**config.mk**
```make
export PLATFORM = sky130hd
export DESIGN_NAME = bank_xlat
export DESIGN_NICKNAME = d
export VERILOG_FILES = /design/src/rtl/bx_pkg.sv /design/src/rtl/bx_window_regs.sv /design/src/rtl/bx_page_xlat.sv /design/src/rtl/bx_region_dec.sv /design/src/rtl/bank_xlat.sv
export SDC_FILE = /design/constraint.sdc
export NUM_CORES = 1
export LEC_CHECK = 0
export BUFFER_PORTS_ARGS = -buffer_cell sky130_fd_sc_hd__buf_4
export CAP_MARGIN = 20
export CORE_UTILIZATION = 53
export DETAILED_ROUTE_END_ITERATION = 7
export PLACE_DENSITY = 0.82
export RECOVER_POWER = 100
export SYNTH_ARGS = -nofsm -noshare
export SYNTH_HDL_FRONTEND = slang
export SYNTH_SLANG_ARGS = --single-unit
```
**constraint.sdc**
```tcl
create_clock -name clk -period 4.3 [get_ports clk]
set_input_delay 0.43 -clock clk [delete_from_list [all_inputs] [get_ports clk]]
set_output_delay 0.43 -clock clk [all_outputs]
set_load 0.03 [all_outputs]
```
**src/rtl/bx_pkg.sv**
```systemverilog
package bx_pkg;
  localparam int ADDR_W = 16;
  localparam int PHYS_W = 24;
  localparam int SHIFT_W = 4;
  localparam int REG_N = 5;

  // Region bit positions, in priority order (lower index wins).
  localparam int RG_IO   = 0;
  localparam int RG_NVM  = 1;
  localparam int RG_IRAM = 2;
  localparam int RG_WIN  = 3;
  localparam int RG_EXT  = 4;

  typedef enum logic [1:0] {
    WSEL_START = 2'd0,
    WSEL_STOP  = 2'd1,
    WSEL_SHIFT = 2'd2,
    WSEL_VOFF  = 2'd3
  } wsel_e;

  typedef struct packed {
    logic [ADDR_W-1:0]  start;
    logic [ADDR_W-1:0]  stop;
    logic [SHIFT_W-1:0] shift;
    logic [PHYS_W-1:0]  voff;
  } win_cfg_t;
endpackage

```
**src/rtl/bx_window_regs.sv**
```systemverilog
module bx_window_regs
  import bx_pkg::*;
(
  input  logic              clk,
  input  logic              rst,
  input  logic              wr_en,
  input  logic [1:0]        wr_sel,
  input  logic [PHYS_W-1:0] wr_data,
  output win_cfg_t          cfg
);
  always_ff @(posedge clk) begin
    if (rst) begin
      cfg <= '0;
    end else if (wr_en) begin
      case (wsel_e'(wr_sel))
        WSEL_START: cfg.start <= wr_data[ADDR_W-1:0];
        WSEL_STOP:  cfg.stop  <= wr_data[ADDR_W-1:0];
        WSEL_SHIFT: cfg.shift <= wr_data[SHIFT_W-1:0];
        default:    cfg.voff  <= wr_data;
      endcase
    end
  end

  assert_shift_load_R11: assert property (@(posedge clk) disable iff (rst)
    (wr_en && wr_sel == 2'd2) |=> cfg.shift == $past(wr_data[SHIFT_W-1:0]));
  assert_start_load_R11: assert property (@(posedge clk) disable iff (rst)
    (wr_en && wr_sel == 2'd0) |=> cfg.start == $past(wr_data[ADDR_W-1:0]));
endmodule

```
**src/rtl/bx_page_xlat.sv**
```systemverilog
module bx_page_xlat
  import bx_pkg::*;
#(
  parameter int PAGE_W = 8
) (
  input  logic [ADDR_W-1:0] addr,
  input  logic [PAGE_W-1:0] page,
  input  win_cfg_t          cfg,
  output logic              hit,
  output logic [PHYS_W-1:0] xaddr
);
  logic [ADDR_W-1:0] offs;
  logic [PHYS_W-1:0] page_base;

  always_comb begin
    hit       = (addr >= cfg.start) && (addr < cfg.stop);
    offs      = addr - cfg.start;
    page_base = PHYS_W'(page) << cfg.shift;
    if (hit) xaddr = PHYS_W'(offs) + page_base + cfg.voff;
    else     xaddr = PHYS_W'(addr);
  end
endmodule

```
**src/rtl/bx_region_dec.sv**
```systemverilog
module bx_region_dec
  import bx_pkg::*;
#(
  parameter int IO_SPAN  = 64,
  parameter int RAM_SPAN = 256,
  parameter int NVM_BASE = 'hB600,
  parameter int NVM_SPAN = 512,
  parameter int EXT_TOP  = 'h8000
) (
  input  logic [ADDR_W-1:0] addr,
  input  logic [7:0]        cfg,
  input  logic              win_hit,
  output logic [REG_N-1:0]  raw_hit,
  output logic [REG_N-1:0]  sel
);
  localparam int LOW_W = ADDR_W - 4;
  localparam logic [LOW_W:0]  IO_LIM  = (LOW_W+1)'(IO_SPAN);
  localparam logic [LOW_W:0]  RAM_LIM = (LOW_W+1)'(RAM_SPAN);
  localparam logic [ADDR_W:0] NVM_LO  = (ADDR_W+1)'(NVM_BASE);
  localparam logic [ADDR_W:0] NVM_HI  = (ADDR_W+1)'(NVM_BASE + NVM_SPAN);
  localparam logic [ADDR_W:0] EXT_LIM = (ADDR_W+1)'(EXT_TOP);

  logic [LOW_W:0]  low;
  logic [ADDR_W:0] wide;

  always_comb begin
    low  = {1'b0, addr[LOW_W-1:0]};
    wide = {1'b0, addr};
    raw_hit          = '0;
    raw_hit[RG_IO]   = (addr[ADDR_W-1:LOW_W] == cfg[3:0]) && (low < IO_LIM);
    raw_hit[RG_NVM]  = (wide >= NVM_LO) && (wide < NVM_HI);
    raw_hit[RG_IRAM] = (addr[ADDR_W-1:LOW_W] == cfg[7:4]) && (low < RAM_LIM);
    raw_hit[RG_WIN]  = win_hit;
    raw_hit[RG_EXT]  = wide < EXT_LIM;
  end

  // Fixed priority: a region wins only if no lower-indexed region hit.
  logic [REG_N:0] seen;
  assign seen[0] = 1'b0;
  for (genvar g = 0; g < REG_N; g++) begin : g_prio
    assign sel[g]    = raw_hit[g] & ~seen[g];
    assign seen[g+1] = seen[g] | raw_hit[g];
  end
endmodule

```
**src/rtl/bank_xlat.sv**
```systemverilog
module bank_xlat
  import bx_pkg::*;
#(
  parameter int LARGE_IO = 0,
  parameter int RAM_SPAN = 256,
  parameter int NVM_BASE = 'hB600,
  parameter int NVM_SPAN = 512,
  parameter int EXT_TOP  = 'h8000,
  parameter int PAGE_W   = 8
) (
  input  logic              clk,
  input  logic              rst,
  input  logic              acc_valid,
  input  logic [15:0]       acc_addr,
  input  logic [7:0]        map_cfg,
  input  logic [PAGE_W-1:0] page_num,
  input  logic              win_wr_en,
  input  logic [1:0]        win_wr_sel,
  input  logic [23:0]       win_wr_data,
  output logic              res_valid,
  output logic [4:0]        res_region,
  output logic [23:0]       res_paddr,
  output logic              res_fault
);
  localparam int IO_SPAN = (LARGE_IO != 0) ? 1024 : 64;

  win_cfg_t          win_cfg;
  logic              win_hit;
  logic [PHYS_W-1:0] xaddr;
  logic [REG_N-1:0]  raw_hit;
  logic [REG_N-1:0]  sel;

  bx_window_regs u_wregs (
    .clk(clk), .rst(rst), .wr_en(win_wr_en), .wr_sel(win_wr_sel),
    .wr_data(win_wr_data), .cfg(win_cfg)
  );

  bx_page_xlat #(.PAGE_W(PAGE_W)) u_xlat (
    .addr(acc_addr), .page(page_num), .cfg(win_cfg),
    .hit(win_hit), .xaddr(xaddr)
  );

  bx_region_dec #(
    .IO_SPAN(IO_SPAN), .RAM_SPAN(RAM_SPAN), .NVM_BASE(NVM_BASE),
    .NVM_SPAN(NVM_SPAN), .EXT_TOP(EXT_TOP)
  ) u_dec (
    .addr(acc_addr), .cfg(map_cfg), .win_hit(win_hit),
    .raw_hit(raw_hit), .sel(sel)
  );

  always_ff @(posedge clk) begin
    if (rst) begin
      res_valid  <= 1'b0;
      res_region <= '0;
      res_paddr  <= '0;
      res_fault  <= 1'b0;
    end else begin
      res_valid  <= acc_valid;
      res_region <= acc_valid ? sel : '0;
      res_paddr  <= acc_valid ? xaddr : res_paddr;
      res_fault  <= acc_valid && (sel == '0);
    end
  end

  assert_fault_alone_R10: assert property (@(posedge clk) disable iff (rst)
    res_fault |-> (res_valid && res_region == '0));
  assert_onehot_R8: assert property (@(posedge clk) disable iff (rst)
    $onehot0(res_region));
  assert_idle_quiet_R2: assert property (@(posedge clk) disable iff (rst)
    !acc_valid |=> (!res_valid && res_region == '0 && !res_fault));
  assert_io_first_R3: assert property (@(posedge clk) disable iff (rst)
    (acc_valid && raw_hit[RG_IO]) |=> res_region == 5'b00001);
  assert_passthru_R7: assert property (@(posedge clk) disable iff (rst)
    (acc_valid && !win_hit) |=> res_paddr == {8'h00, $past(acc_addr)});
endmodule

```
== After elaboration in Yosys (flattened, before gate mapping) ==
Index checks and enable logic that the tools add are counted.

* Add/sub/neg operators: 3
* Magnitude comparators: 7
* Eq/ne operators: 4
* Shifts and indexed selects: 1
* Muxes and demuxes: 1
* Bitwise gates (word level): 13
* Reduce and logical (&&, ||, !) cells: 13

{| class="wikitable"
|+ Operators by type and width
! kind !! count
|-
| less-than comparator 16 bit (second input constant) || 2
|-
| adder 16 x 24 -> 24 bit || 1
|-
| adder 24 bit || 1
|-
| two-way mux 24 bit || 1
|-
| left shift 8 x 4 -> 24 bit || 1
|-
| >= comparator 16 bit || 1
|-
| >= comparator 16 bit (second input constant) || 1
|-
| less-than comparator 16 bit || 1
|-
| subtractor 16 bit || 1
|-
| less-than comparator 12 x 7 -> 1 bit (second input constant) || 1
|-
| less-than comparator 12 x 9 -> 1 bit (second input constant) || 1
|-
| equality test 4 bit || 2
|-
| AND reduction 2 bit || 4
|-
| inverter 1 bit || 6
|-
| logical AND 1 bit || 5
|-
| zero test 5 bit || 1
|-
| bitwise AND 1 bit || 4
|-
| OR 1 bit || 3
|-
| OR reduction 3 bit || 1
|-
| equality test 2 x 1 -> 1 bit (second input constant) || 1
|-
| equality test 2 bit (second input constant) || 1
|-
| zero test 2 bit || 1
|-
| OR reduction 2 bit || 1
|}

* Flip-flop bits (word level): 91
* Input port bits: 62
* Output and inout port bits: 31
* Word-level logic and storage cells: 50

== Depth between registers and ports, before layout ==
* Word-level depth: 9
* Mapped depth: 23
* Mapped depth without buffers: 22

== By module ==
Synthesis repeated with hierarchy kept, for this count alone.

* Cells, all modules: 874
* Area, all modules: 7562.3 µm²

{| class="wikitable"
|+ Modules (own cells, without submodules)
! module !! times used !! cells each !! area an instance (µm²) !! sequential area each (µm²)
|-
| bx_page_xlat || 1 || 530 || 3831.2 || 0.0
|-
| bx_window_regs || 1 || 226 || 2458.6 || 1201.2
|-
| bank_xlat || 1 || 94 || 1077.3 || 620.6
|-
| bx_region_dec || 1 || 24 || 195.2 || 0.0
|}

== Least setup slack after synthesis ==
Ideal clock, no wire load.

* Path type: input-to-reg
* From: input acc_addr[0]
* To: register res_paddr[19]
* Library setup time: 0.117 ns
* Arrival: 4.402 ns
* Data required time: 4.183 ns
* Slack: -0.220 ns
* Cell stages on the path: 19
* Buffers on the path: 0
* Cell sequence: inv_1 ha_1 inv_1 fa_1 a21oi_1 o22ai_2 o41ai_2 o21ai_0 a21o_1 a21oi_1 xnor2_1 fa_1 ha_1 a21o_1 a21oi_1 a21oi_1 a21o_1 or3_1 a32o_1

* Cells in the longest elaborated chain, start to end: 4
* Elaborated cells between the ends (all ways): 7
* Classes of those cells: add/sub: 3; order compare: 2; mux: 1; reduce/logical: 1

{| class="wikitable"
|+ Ends and longest elaborated chain
! element !! line !! text
|-
| from (decl) || bank_xlat.sv:14 || <nowiki>input logic [15:0] acc_addr,</nowiki>
|-
| subtractor 16 bit || bx_page_xlat.sv:17 || <nowiki>offs = addr - cfg.start;</nowiki>
|-
| adder 16 x 24 -> 24 bit || bx_page_xlat.sv:19 || <nowiki>if (hit) xaddr = PHYS_W'(offs) + page_base + cfg.voff;</nowiki>
|-
| adder 24 bit || bx_page_xlat.sv:19 ||
|-
| two-way mux 24 bit * || bx_page_xlat.sv:19 ||
|-
| to (signal assigned) || bank_xlat.sv:60 || <nowiki>res_paddr <= acc_valid ? xaddr : res_paddr;</nowiki>
|-
| to (decl) || bank_xlat.sv:22 || <nowiki>output logic [23:0] res_paddr,</nowiki>
|}

Mark *: on every way between the ends. The rest lies on a longest branch, timed or not.
A chain may end at the register's enable or synchronous reset.

== Worst setup path after layout ==
* From: register, netlist name u_wregs.cfg[44]
* To: register res_paddr[19]

* Cells in the longest elaborated chain, start to end: 4
* Elaborated cells between the ends (all ways): 6
* Classes of those cells: add/sub: 3; order compare: 1; mux: 1; reduce/logical: 1

{| class="wikitable"
|+ Ends and longest elaborated chain
! element !! line
|-
| subtractor 16 bit || bx_page_xlat.sv:17
|-
| adder 16 x 24 -> 24 bit || bx_page_xlat.sv:19
|-
| adder 24 bit || bx_page_xlat.sv:19
|-
| two-way mux 24 bit * || bx_page_xlat.sv:19
|}

Marks and branches as above.

==> impl_metrics.csv <==
group,metric,value,unit
grt,antenna_found_initial,0,
logic_synthesis,synth_edf_count,0,
cells_and_area,multi_input_area,4537,um^2
grt,overflow,0,
sta,hold_viol,0,
place,dp_hpwl,12.74,mm
critical_path,slowest_stage,"fa_1",
logic_synthesis,syn_inst,799,
critical_path,startpoint,"u_wregs.cfg[44]",
cells_and_area,nets,1074,
routing,route.met3.wl,1.125,mm
logic_synthesis,yosys_warnings,0,
logic_synthesis,synth_area_leaders,"dfxtp_1, ha_1, nand2_1",
floorplan,floorplan.die.height,111.8,um
cells_and_area,area_growth,27.40,%
floorplan,coreArea,11560,um^2
logic_synthesis,yosysTopAreaCell,"dfxtp_1",
cts,postCtsHoldBufs,0,
critical_path,cp.buffers_inverters,1,
place,pre_cts_slack,-0.3783,ns
sta,slew_viol_final,0,
floorplan,start_util,55.27,%
logic_synthesis,ys_types,60,
cts,cts_root_buf,"clkbuf_16",
min_path,hold_start,"win_wr_data[20]",
logic_synthesis,ys.flop_type,"dfxtp_1",
critical_path,crit_chain,"ha_4, inv_2, fa_2, a21oi_4, o22ai_4, o41ai_4, o21ai_2, a21o_1, a21oi_2, xnor2_1, fa_1, ha_4, a21o_1, a21oi_2, a21oi_2, a21o_1, or3_1, a32o_1",
routing,antenna_left,0,
floorplan,die_w,111.8,um
critical_path,reg2reg_from,"u_wregs.cfg[44]",
cells_and_area,drive_gt1_share,21.34,%
min_path,hold_class,"input pin to register",
routing,top_layer,"met4",
cts,h-tree-depth,3,
routing,num_vias,6178,
critical_path,start_kind,"register",
grt,first_global_vias,5711,
cells_and_area,utilization,70.42,%
logic_synthesis,seq_area_frac_synth,28.50,%
cts,cts_buffers,9,
place,gp_congestion,0.9258,
logic_synthesis,yosysMostFrequentCell,"nand2_1",
logic_synthesis,async_reset_ff_share,0,%
flow_run,cap_violations,0,
sta,finalCritPeriodShare,99.71,%
sta,tightest_slew,1.125,ns
cts,cts_sinks,91,
routing,drt-initial-drc-count,430,
sta,fin_skew,0.007267,ns
routing,wl_met2,8.537,mm
critical_path,critical_path.top_delay_family,"compound AO/OA/AOI/OAI gates",
logic_synthesis,syn_area,6392,um^2
grt,grt_max_degree,76,
sta,period_needed,4.288,ns
logic_synthesis,synth_top_area_share,28.50,%
cells_and_area,seqCellArea,1824,um^2
routing,m1WireLength,7.489,mm
routing,wire_per_inst,16.23,um
critical_path,cp-end-kind,"register",
pwr,leakagePower,3.371,nW
sta,fin_ws,0.01229,ns
sta,slew_headroom,24.81,%
sta,setup_viol,0,
floorplan,ioPinCount,93,
logic_synthesis,yosys-top-cells-count,"nand2_1, a21oi_1, dfxtp_1, ha_1, nor2_1",
floorplan,die_area,12500,um^2
run_status,violations,"DRC",
cells_and_area,finalInstanceArea,8144,um^2
place,place_area,7565,um^2
critical_path,required,4.54,ns
logic_synthesis,avgSynthCellArea,8.000,um^2
grt,grt_first_pass_wirelength,27.08,mm
logic_synthesis,ys_ff_latch,91,
logic_synthesis,synthesis.nets,940,
pwr,peakVddDrop,257.6,uV
critical_path,worstSetupPathType,"register to register",
cells_and_area,fillers,902,
run_status,status,"finished, violations left",
critical_path,critical_path.max_fanout,4,
pwr,p_per_area,345.3,nW/um^2
routing,route.detailed.drc,7,
cells_and_area,antennaDiodeCount,0,
sta,setup_tns,0,ns
cts,cts_tree,"built",
sta,rsz0062_at_grt,"true",
critical_path,max_stage_delay,0.48,ns
cts,cts_buffer_depth,2,
grt,grt_use_total,27.22,%
place,port_buffers,92,
routing,first_pass_iters,7,
routing,routed_wl,17.53,mm
critical_path,worstPathArrival,4.53,ns
floorplan,rows,39,
cts,clk_latency,0.35,ns
routing,via_per_inst,5.720,
cts,clkTransAtPathRegs,0.06,ns
sta,max_freq,233.2,MHz
[cell usage in the layout, fill, tap and decap left out, types with 15 or more instances in the layout]
cell type / n
clkbuf_1: 33
inv_1: 46
a21oi_1: 81
a21o_1: 15
o21ai_0: 24
xnor2_1: 22
xor2_1: 15
fa_1: 15
dfxtp_1: 89
nor2_1: 50
nand2_1: 147
ha_1: 51
mux2i_1: 25
buf_4: 124
a211oi_1: 19
[kinds of logic after synthesis]
family | count (synthesis) | share of synthesized area, %
simple gates | 279 | 19.48
compound gates | 196 | 18.71
flops | 91 | 28.50
buf+inv | 85 | 5.422
fa+ha+maj | 79 | 17.58
xor+xnor | 39 | 5.343
mux | 30 | 4.972
[where the power goes]
part	leakage, nW	internal, mW	switching [mW]
registers	0.743	0.879	0.0229
logic	2.46	0.461	0.527
clock network	0.168	0.596	0.326
total	3.37	1.94	0.875
[worst min-delay path: stages]
cell and delay (ns):
buf_4 0.11, nand2_1 0.04, a21oi_1 0.05
[registers in the layout (all words and copies together) (netlist names)]
signal	flops
res_valid	1
res_paddr	24
res_region	5
res_fault	1
u_wregs.cfg	60
[path summary, 6_finish.rpt]
path / end / slack (ns) / cells after the start
hold reg to reg: u_wregs.cfg[37] / 0.45 / 2
hold / removal: u_wregs.cfg[20] / 0.33 / 3
setup reg to reg: res_paddr[19] / 0.01 / 18
setup / recovery: res_paddr[19] / 0.01 / 18
[metrics by stage]
step	std cells	total power, mW	hold slack [ns]
2_1_floorplan	799	1.487	0.4363
3_3_place_gp	1056	1.787	0.4422
3_5_place_dp	1056	1.804	0.4428
4_1_cts	1073	2.728	0.3282
5_1_grt	1080	2.942	0.3404
6_report	1080	2.812	0.3274
[per-layer routing]
layer  GRT usage [%]  vias to the layer above
li1                -                     3019
met1           35.52                     2888
met2           46.87                      230
met3           3.756                       41
met4           7.658                        0
met5               0                        -
[area by class of cell]
class	count	area share, %
repair buffers	158	13.09
clock buffers	11	3.103
clock inverters	4	1.198
flip-flops and latches	91	22.40
inverters	50	2.305
well taps	143	2.197
multi-input cells	623	55.71
[what timing repair did]
item,in CTS,in global routing
endpoints found under the setup margin,5,10
pin swaps,2,53
buffers inserted,2,8
hold endpoints to repair,0,0
resized for setup,6,53
Note: power is estimated with default switching activity, not from simulation.
